[config.mk]
export PLATFORM = sky130hd
export DESIGN_NAME = clk_mode_ctrl
export DESIGN_NICKNAME = d
export VERILOG_FILES = /design/src/rtl/clkm_pkg.sv /design/src/rtl/clkm_cfg_regs.sv /design/src/rtl/clkm_decode.sv /design/src/rtl/clkm_lock_fsm.sv /design/src/rtl/clk_mode_ctrl.sv
export SDC_FILE = /design/constraint.sdc
export NUM_CORES = 1
export LEC_CHECK = 0
export BUFFER_PORTS_ARGS = -buffer_cell sky130_fd_sc_hd__clkbuf_2
export CAP_MARGIN = 20
export CORE_UTILIZATION = 55
export DETAILED_ROUTE_END_ITERATION = 10
export PLACE_DENSITY = 0.8
export SLEW_MARGIN = 10
export SYNTH_ARGS = -nofsm -noshare
export SYNTH_HDL_FRONTEND = slang
export SYNTH_SLANG_ARGS = --single-unit
[constraint.sdc]
create_clock -name clk -period 5.3 [get_ports clk]
set_input_delay 0.53 -clock clk [delete_from_list [all_inputs] [get_ports clk]]
set_output_delay 0.53 -clock clk [all_outputs]
set_load 0.02 [all_outputs]
[src/rtl/clkm_pkg.sv]
package clkm_pkg;

    parameter int MULT_W = 5;

    typedef enum logic [1:0] {
        ST_UNSET   = 2'd0,
        ST_LOCKING = 2'd1,
        ST_VALID   = 2'd2
    } lock_state_e;

    function automatic logic mult_in_range(input logic [MULT_W-1:0] v,
                                           input int lo, input int hi);
        return (int'(v) >= lo) && (int'(v) <= hi);
    endfunction

endpackage

[src/rtl/clkm_cfg_regs.sv]
module clkm_cfg_regs
    import clkm_pkg::*;
#(
    parameter int MULT_MIN = 4,
    parameter int MULT_MAX = 20
) (
    input  logic              clk,
    input  logic              rst_n,
    input  logic              apply,
    input  logic              clk_off_in,
    input  logic [MULT_W-1:0] mult_in,
    input  logic              xo_buf_in,
    output logic              clk_off_q,
    output logic [MULT_W-1:0] mult_q,
    output logic              xo_buf_q,
    output logic              restart_req,
    output logic              bypass_req
);

    logic new_enabled;
    logic cur_enabled;

    always_comb begin
        new_enabled = mult_in_range(mult_in, MULT_MIN, MULT_MAX);
        cur_enabled = mult_in_range(mult_q, MULT_MIN, MULT_MAX);
        restart_req = apply && new_enabled && (!cur_enabled || (mult_in != mult_q));
        bypass_req  = apply && !new_enabled;
    end

    always_ff @(posedge clk or negedge rst_n) begin
        if (!rst_n) begin
            clk_off_q <= 1'b0;
            mult_q    <= '0;
            xo_buf_q  <= 1'b0;
        end else if (apply) begin
            clk_off_q <= clk_off_in;
            mult_q    <= mult_in;
            xo_buf_q  <= xo_buf_in;
        end
    end

endmodule

[src/rtl/clkm_decode.sv]
module clkm_decode
    import clkm_pkg::*;
#(
    parameter int MULT_MIN = 4,
    parameter int MULT_MAX = 20
) (
    input  logic              pin_sel,
    input  logic              clk_off_q,
    input  logic [MULT_W-1:0] mult_q,
    input  logic              xo_buf_q,
    output logic              osc_en,
    output logic              osc_buf_en,
    output logic              sysclk_en,
    output logic              pll_en,
    output logic              pll_pwrdn,
    output logic              mult_bypass,
    output logic [MULT_W-1:0] mult_factor
);

    logic in_range;

    always_comb begin
        in_range    = mult_in_range(mult_q, MULT_MIN, MULT_MAX);
        osc_en      = pin_sel;
        osc_buf_en  = pin_sel && xo_buf_q;
        sysclk_en   = !clk_off_q;
        pll_en      = in_range;
        pll_pwrdn   = !in_range;
        mult_bypass = !in_range;
        mult_factor = in_range ? mult_q : MULT_W'(1);
    end

endmodule

[src/rtl/clkm_lock_fsm.sv]
module clkm_lock_fsm
    import clkm_pkg::*;
#(
    parameter int LOCK_CYCLES = 1000
) (
    input  logic clk,
    input  logic rst_n,
    input  logic apply,
    input  logic restart_req,
    input  logic bypass_req,
    input  logic clk_off_q,
    output logic clk_valid
);

    localparam int CNT_W = (LOCK_CYCLES > 1) ? $clog2(LOCK_CYCLES) : 1;
    localparam logic [CNT_W-1:0] CNT_LOAD = CNT_W'(LOCK_CYCLES - 1);

    lock_state_e      state, nxt;
    logic [CNT_W-1:0] cnt;

    // state register
    always_ff @(posedge clk or negedge rst_n) begin
        if (!rst_n) state <= ST_UNSET;
        else        state <= nxt;
    end

    // next-state logic
    always_comb begin
        nxt = state;
        unique case (state)
            ST_UNSET, ST_VALID: begin
                if (restart_req)  nxt = ST_LOCKING;   // T_START
                else if (apply)   nxt = ST_VALID;     // T_SETTLE
            end
            ST_LOCKING: begin
                if (restart_req)       nxt = ST_LOCKING; // T_RELOAD, wins over expiry
                else if (bypass_req)   nxt = ST_VALID;   // T_ABORT
                else if (cnt == '0)    nxt = ST_VALID;   // T_EXPIRE
            end
            default: nxt = ST_UNSET;
        endcase
    end

    // lock counter
    always_ff @(posedge clk or negedge rst_n) begin
        if (!rst_n)
            cnt <= '0;
        else if (restart_req)
            cnt <= CNT_LOAD;
        else if (state == ST_LOCKING && cnt != '0)
            cnt <= cnt - 1'b1;
    end

    // outputs
    always_comb begin
        clk_valid = (state == ST_VALID) && !clk_off_q;
    end

endmodule

[src/rtl/clk_mode_ctrl.sv]
module clk_mode_ctrl
    import clkm_pkg::*;
#(
    parameter int LOCK_CYCLES = 1000,
    parameter int MULT_MIN    = 4,
    parameter int MULT_MAX    = 20
) (
    input  logic              clk,
    input  logic              rst_n,
    input  logic              mode_sel_pin,
    input  logic              cfg_apply,
    input  logic              cfg_clk_off,
    input  logic [MULT_W-1:0] cfg_mult,
    input  logic              cfg_xo_buf,
    output logic              osc_en,
    output logic              osc_buf_en,
    output logic              sysclk_en,
    output logic              pll_en,
    output logic              pll_pwrdn,
    output logic              mult_bypass,
    output logic [MULT_W-1:0] mult_factor,
    output logic              clk_valid
);

    logic              clk_off_q, xo_buf_q, restart_req, bypass_req;
    logic [MULT_W-1:0] mult_q;

    clkm_cfg_regs #(.MULT_MIN(MULT_MIN), .MULT_MAX(MULT_MAX)) u_regs (
        .clk         (clk),
        .rst_n       (rst_n),
        .apply       (cfg_apply),
        .clk_off_in  (cfg_clk_off),
        .mult_in     (cfg_mult),
        .xo_buf_in   (cfg_xo_buf),
        .clk_off_q   (clk_off_q),
        .mult_q      (mult_q),
        .xo_buf_q    (xo_buf_q),
        .restart_req (restart_req),
        .bypass_req  (bypass_req)
    );

    clkm_decode #(.MULT_MIN(MULT_MIN), .MULT_MAX(MULT_MAX)) u_dec (
        .pin_sel     (mode_sel_pin),
        .clk_off_q   (clk_off_q),
        .mult_q      (mult_q),
        .xo_buf_q    (xo_buf_q),
        .osc_en      (osc_en),
        .osc_buf_en  (osc_buf_en),
        .sysclk_en   (sysclk_en),
        .pll_en      (pll_en),
        .pll_pwrdn   (pll_pwrdn),
        .mult_bypass (mult_bypass),
        .mult_factor (mult_factor)
    );

    clkm_lock_fsm #(.LOCK_CYCLES(LOCK_CYCLES)) u_fsm (
        .clk         (clk),
        .rst_n       (rst_n),
        .apply       (cfg_apply),
        .restart_req (restart_req),
        .bypass_req  (bypass_req),
        .clk_off_q   (clk_off_q),
        .clk_valid   (clk_valid)
    );

endmodule

# Word level (Yosys, flattened, before mapping)
# Index checks and enable logic that the tools add are counted.
[totals] regBits=19 in_bits=11 out_inout_bits=12 elab_cells=42
[op_classes] addsub=1 n_lt_le_gt_ge=4 n_eq_ne=5 mux=9 reduce_logical=18
[ops] operator="10-bit two-way mux" count=2
[ops] operator="5-bit by 3-bit >= comparator with 1-bit output, second input constant" count=2
[ops] operator="5-bit <= comparator, second input constant" count=2
[ops] operator="10-bit zero test" count=1
[ops] operator="2-bit two-way mux" count=5
[ops] operator="10-bit nonzero test" count=1
[ops] operator="10-bit by 1-bit subtractor with 10-bit output, second input constant" count=1
[ops] operator="1-bit logical AND" count=8
[ops] operator="5-bit two-way mux" count=1
[ops] operator="5-bit inequality test" count=1
[ops] operator="4-bit by 3-bit inequality test with 1-bit output, second input constant" count=1
[ops] operator="2-bit one-hot mux with 2 select lines" count=1
[ops] operator="1-bit zero test" count=3
[ops] operator="3-bit inequality test, second input constant" count=1
[ops] operator="2-bit by 1-bit equality test with 1-bit output, second input constant" count=1
[ops] operator="2-bit equality test, second input constant" count=1
[ops] operator="2-bit zero test" count=1
[ops] operator="2-bit AND reduction" count=1
[ops] operator="2-bit nonzero test" count=1
[ops] operator="2-bit OR reduction" count=1
[ops] operator="1-bit logical OR" count=1

# Longest topological paths before layout
[depth] word_depth=7 ltp_mapped=7 depth_no_buf=6

# Cells and area by module
# Synthesis repeated with hierarchy kept, for this count alone.
[unflattened] cells_unflattened=121 hier_area_um2=1179.9
[by_module_without_submodules] module="clkm_lock_fsm" n_inst=1 cells_per_inst=72 area_each_um2=681.9 seq_area_each_um2=300.3
[by_module_without_submodules] module="clkm_cfg_regs" n_inst=1 cells_per_inst=29 area_each_um2=372.9 seq_area_each_um2=175.2
[by_module_without_submodules] module="clkm_decode" n_inst=1 cells_per_inst=20 area_each_um2=125.1 seq_area_each_um2=0.0

# Worst setup path before layout
# OpenSTA, ideal clock, no wires.
[synth_timing] kind="reg2out" start="register u_regs.mult_q[0]" end="output port mult_factor[0]" arrival_ns=1.421 t_required_ns=4.770 slack_ns=3.349 stages_incl_launch_ff=6 path_buffers=0 cell_sequence="dfrtp_1 o21ai_1 nand2b_1 a21oi_2 inv_2 or2_2"
[synth_between] elab_chain_len=3 elab_cells_between_ends=4 cone_classes="order compare (2); mux (1); reduce/logical (1)"
[synth_rtl] element="from (decl)" line="clkm_cfg_regs.sv:14" text="output logic [MULT_W-1:0] mult_q,"
[synth_rtl] element="from (signal assigned)" line="clkm_cfg_regs.sv:37" text="mult_q <= mult_in;"
[synth_rtl] element="5-bit by 3-bit >= comparator with 1-bit output / 5-bit <= comparator (equally long branches)" line="clkm_pkg.sv:13" text="return (int'(v) >= lo) && (int'(v) <= hi);"
[synth_rtl] element="1-bit logical AND *" line="clkm_pkg.sv:13"
[synth_rtl] element="net pll_en" line="clk_mode_ctrl.sv:18" text="output logic pll_en,"
[synth_rtl] element="5-bit two-way mux *" line="clkm_decode.sv:30" text="mult_factor = in_range ? mult_q : MULT_W'(1);"
[synth_rtl] element="to (decl)" line="clk_mode_ctrl.sv:21" text="output logic [MULT_W-1:0] mult_factor,"
# Mark *: on every way through the listed nets, which the timed path passes. The rest lies on a longest branch.

# Worst setup path after layout
[layout_timing] start="register u_regs.mult_q[0]" end="output port mult_factor[0]"
[layout_between] elab_chain_len=3 elab_cells_between_ends=4 cone_classes="order compare (2); mux (1); reduce/logical (1)"
[layout_rtl] element="5-bit by 3-bit >= comparator with 1-bit output / 5-bit <= comparator (equally long branches)" line="clkm_pkg.sv:13"
[layout_rtl] element="1-bit logical AND" line="clkm_pkg.sv:13"
[layout_rtl] element="5-bit two-way mux *" line="clkm_decode.sv:30"
# Every way passes the cells marked *; elsewhere a longest branch is shown, timed or not.

==> qor.txt <==
First-pass DRT Iterations - 4
postcts setup bufs - 0
num ports - 23
die height - 48.1 µm
measured slew at the worst slew-check pin - 0.865 ns
fill count - 165
sequential area share after synthesis - 40.6%
CTS tree - done
relative slew slack - 42.2%
Layout Area Growth over Synthesis - 10.0%
initial antenna violation count - 0
data required time at the worst endpoint - 4.77 ns
die area - 2320 µm²
DRT antenna net count - 0
CTS resizes - 0
net load switching power - 0.000134 W
Max Clock Skew - 0.00888 ns
vias in the first global route - 864
Async S/R FF share, synth - 100%
fin area - 1290 µm²
Final setup viols - 0
CP arrival - 1.69 ns
leading cell type in the layout, fill and taps excluded - clkbuf_2
Sink Count - 19
met2 WL post-DR - 1.14 mm
layout cells sized above 1 - 30.7%
Core Region - 1980 µm²
static leakage - 0.546 nW
pin count of the biggest net entering global routing - 20
Worst setup SP type - flip-flop
DR WL/cell - 13.1 µm
Fin Hold WS - 0.172 ns
PortBufs - 22
Hold/Removal Path Class - in2async
period utilization - 42.0%
TNS Setup - 0 ns
WL final - 2.15 mm
clock power share - 18.9%
Worst IR Drop VDD - 0.179 mV
clock slew at reported path FFs - 0.11 ns
Yosys Warn Count - 0
Sw Ratio - 35.2%
DRC viols - 0
Initial DRC Count - 16
met1 wire length - 925 µm
GP Congestion - 0.835
clock buffer count from CTS - 3
register share of total power - 49.1%
logic gate share of total power - 32.1%
highest clock rate - 450 MHz
GR Util All Layers - 21.0%
total gr overflow - 0
Pwr Density - 294 nW/µm²
worst-path fanout max - 5
number of max-cap violations - 0
synthesized net count - 131
Clk Tree Root Cell - clkbuf_4
# rows - 16
Die Width - 48.1 µm
top sig layer - met3
Skew-Pair Late Insertion Delay - 0.29 ns
synthesized area per cell - 9.92 µm²
hold-fix buffers at CTS - 0
status - finished, final reports clean
post-synthesis instance total - 118
number of flops mapped to enable cells by yosys - 0
RSZ-0062 raised after global routing - no
Tmin final - 2.22 ns
initial core utilization - 59.1%
CTS Buffer Depth - 2
Via Count - 914
#FFs+latches synth - 19
nets@finish - 151
Vias per Instance - 5.57
P_int - 0.000246 W
first-pass GRT wire length - 3.42 mm
met3 WL post-DR - 78 µm
H-tree Lvls - 1
Post-DP HPWL - 1.63 mm
Slew Viols, Final - 0
Post-DP Area - 1260 µm²
Final Hold Vio Count - 0
Antenna diodes - 0
Distinct cells, synth - 44
Synth Flop Type - dfrtp_1
cell area after synthesis - 1170 µm²
most frequent cells in the layout - clkbuf_2 (22), dfrtp_1 (19), nand2_1 (12)
CP Class - reg2out
CP Capture Type - output port
==> routing by layer <==
metal / global-route usage (%) / up-vias
met5: 0 / -
met2: 39.2 / 21
met4: 4.44 / 0
met3: 4.44 / 0
met1: 24.3 / 435
li1: - / 458
==> synth_stat cells (2+ instances only) <==
cell | instances | area, µm²
dfrtp_1 | 19 | 475
nand2_1 | 12 | 45.0
xnor2_1 | 7 | 61.3
nand3_1 | 6 | 30.0
inv_1 | 5 | 18.8
mux2_2 | 5 | 56.3
nor2_1 | 5 | 18.8
and2_1 | 4 | 25.0
nor3_1 | 4 | 20.0
o21ai_0 | 4 | 20.0
buf_4 | 3 | 22.5
or4_1 | 3 | 22.5
a211oi_1 | 2 | 15.0
a21boi_1 | 2 | 15.0
buf_6 | 2 | 22.5
ha_1 | 2 | 25.0
mux2i_1 | 2 | 20.0
o211ai_1 | 2 | 15.0
o21ai_1 | 2 | 10.0
o31ai_1 | 2 | 15.0
or2_2 | 2 | 12.5
==> critical path: stages (launching register included) <==
cell and delay [ns]:
dfrtp_1 0.43, o21ai_1 0.15, nand2b_1 0.10, a21oi_2 0.21
inv_2 0.08, or2_2 0.28, clkbuf_2 0.16
==> state kept, by name (all words and copies together), names as in the netlist <==
signal	flops
u_regs.xo_buf_q	1
u_fsm.state	2
u_fsm.cnt	10
u_regs.mult_q	5
u_regs.clk_off_q	1
==> cell families (layout without fill, tap and decap cells) <==
| family | Yosys count | after routing | share of synthesized area, % |
|---|---|---|---|
| and+or+nand+nor | 45 | 45 | 21.5 |
| AOI/OAI and AO/OA | 24 | 24 | 16.9 |
| DFF | 19 | 19 | 40.6 |
| buffers and inverters | 13 | 32 | 6.41 |
| xor gates and xnor gates | 8 | 8 | 5.98 |
| muxes | 7 | 7 | 6.52 |
| adders and majority gates | 2 | 2 | 2.14 |
==> path summary, 6_finish.rpt <==
kind / startpoint / to / slack [ns] / cells past startpoint
max: u_regs.mult_q[0] / mult_factor[0] / 3.08 / 6
min: rst_n / u_fsm.cnt[8] / 0.17 / 1
max reg2reg: u_regs.mult_q[0] / u_fsm.cnt[1] / 3.19 / 6
min reg2reg: u_regs.xo_buf_q / u_regs.xo_buf_q / 0.52 / 1
max in group asynchronous: rst_n / u_fsm.cnt[2] / 4.79 / 1
min in group clk: cfg_clk_off / u_regs.clk_off_q / 0.45 / 3
==> metrics by stage <==
step | power [W] | worst slack, ns | utilization, % | instances
floorplan | 0.000283 | 3.35 | - | 118
global placement | 0.000308 | 3.27 | 63.7 | 160
detailed placement | 0.000311 | 3.23 | 63.7 | 160
CTS | 0.000383 | 3.07 | 65.0 | 164
global route | 0.000404 | 2.98 | 65.0 | 164
finish | 0.000379 | 3.08 | 65.0 | 164
==> final cells by class <==
class / count / area (µm²) / area share, %
tap: 27 / 33.8 / 2.62
clock buffer: 4 / 26.3 / 2.04
sequential: 19 / 475 / 36.9
inverter: 6 / 22.5 / 1.75
multi-input combinational: 86 / 621 / 48.2
timing repair buffer: 22 / 110 / 8.54
==> power by group through the flow <==
stage / registers (W) / clock network, W / logic [W]
5_1_grt: 0.000190 / 0.0000791 / 0.000136
6_report: 0.000186 / 0.0000715 / 0.000122
2_1_floorplan: 0.000183 / 0 / 0.0000997
4_1_cts: 0.000186 / 0.0000741 / 0.000123
3_5_place_dp: 0.000189 / 0 / 0.000122
3_3_place_gp: 0.000189 / 0 / 0.000120
Note: power is estimated with default switching activity, not from simulation.
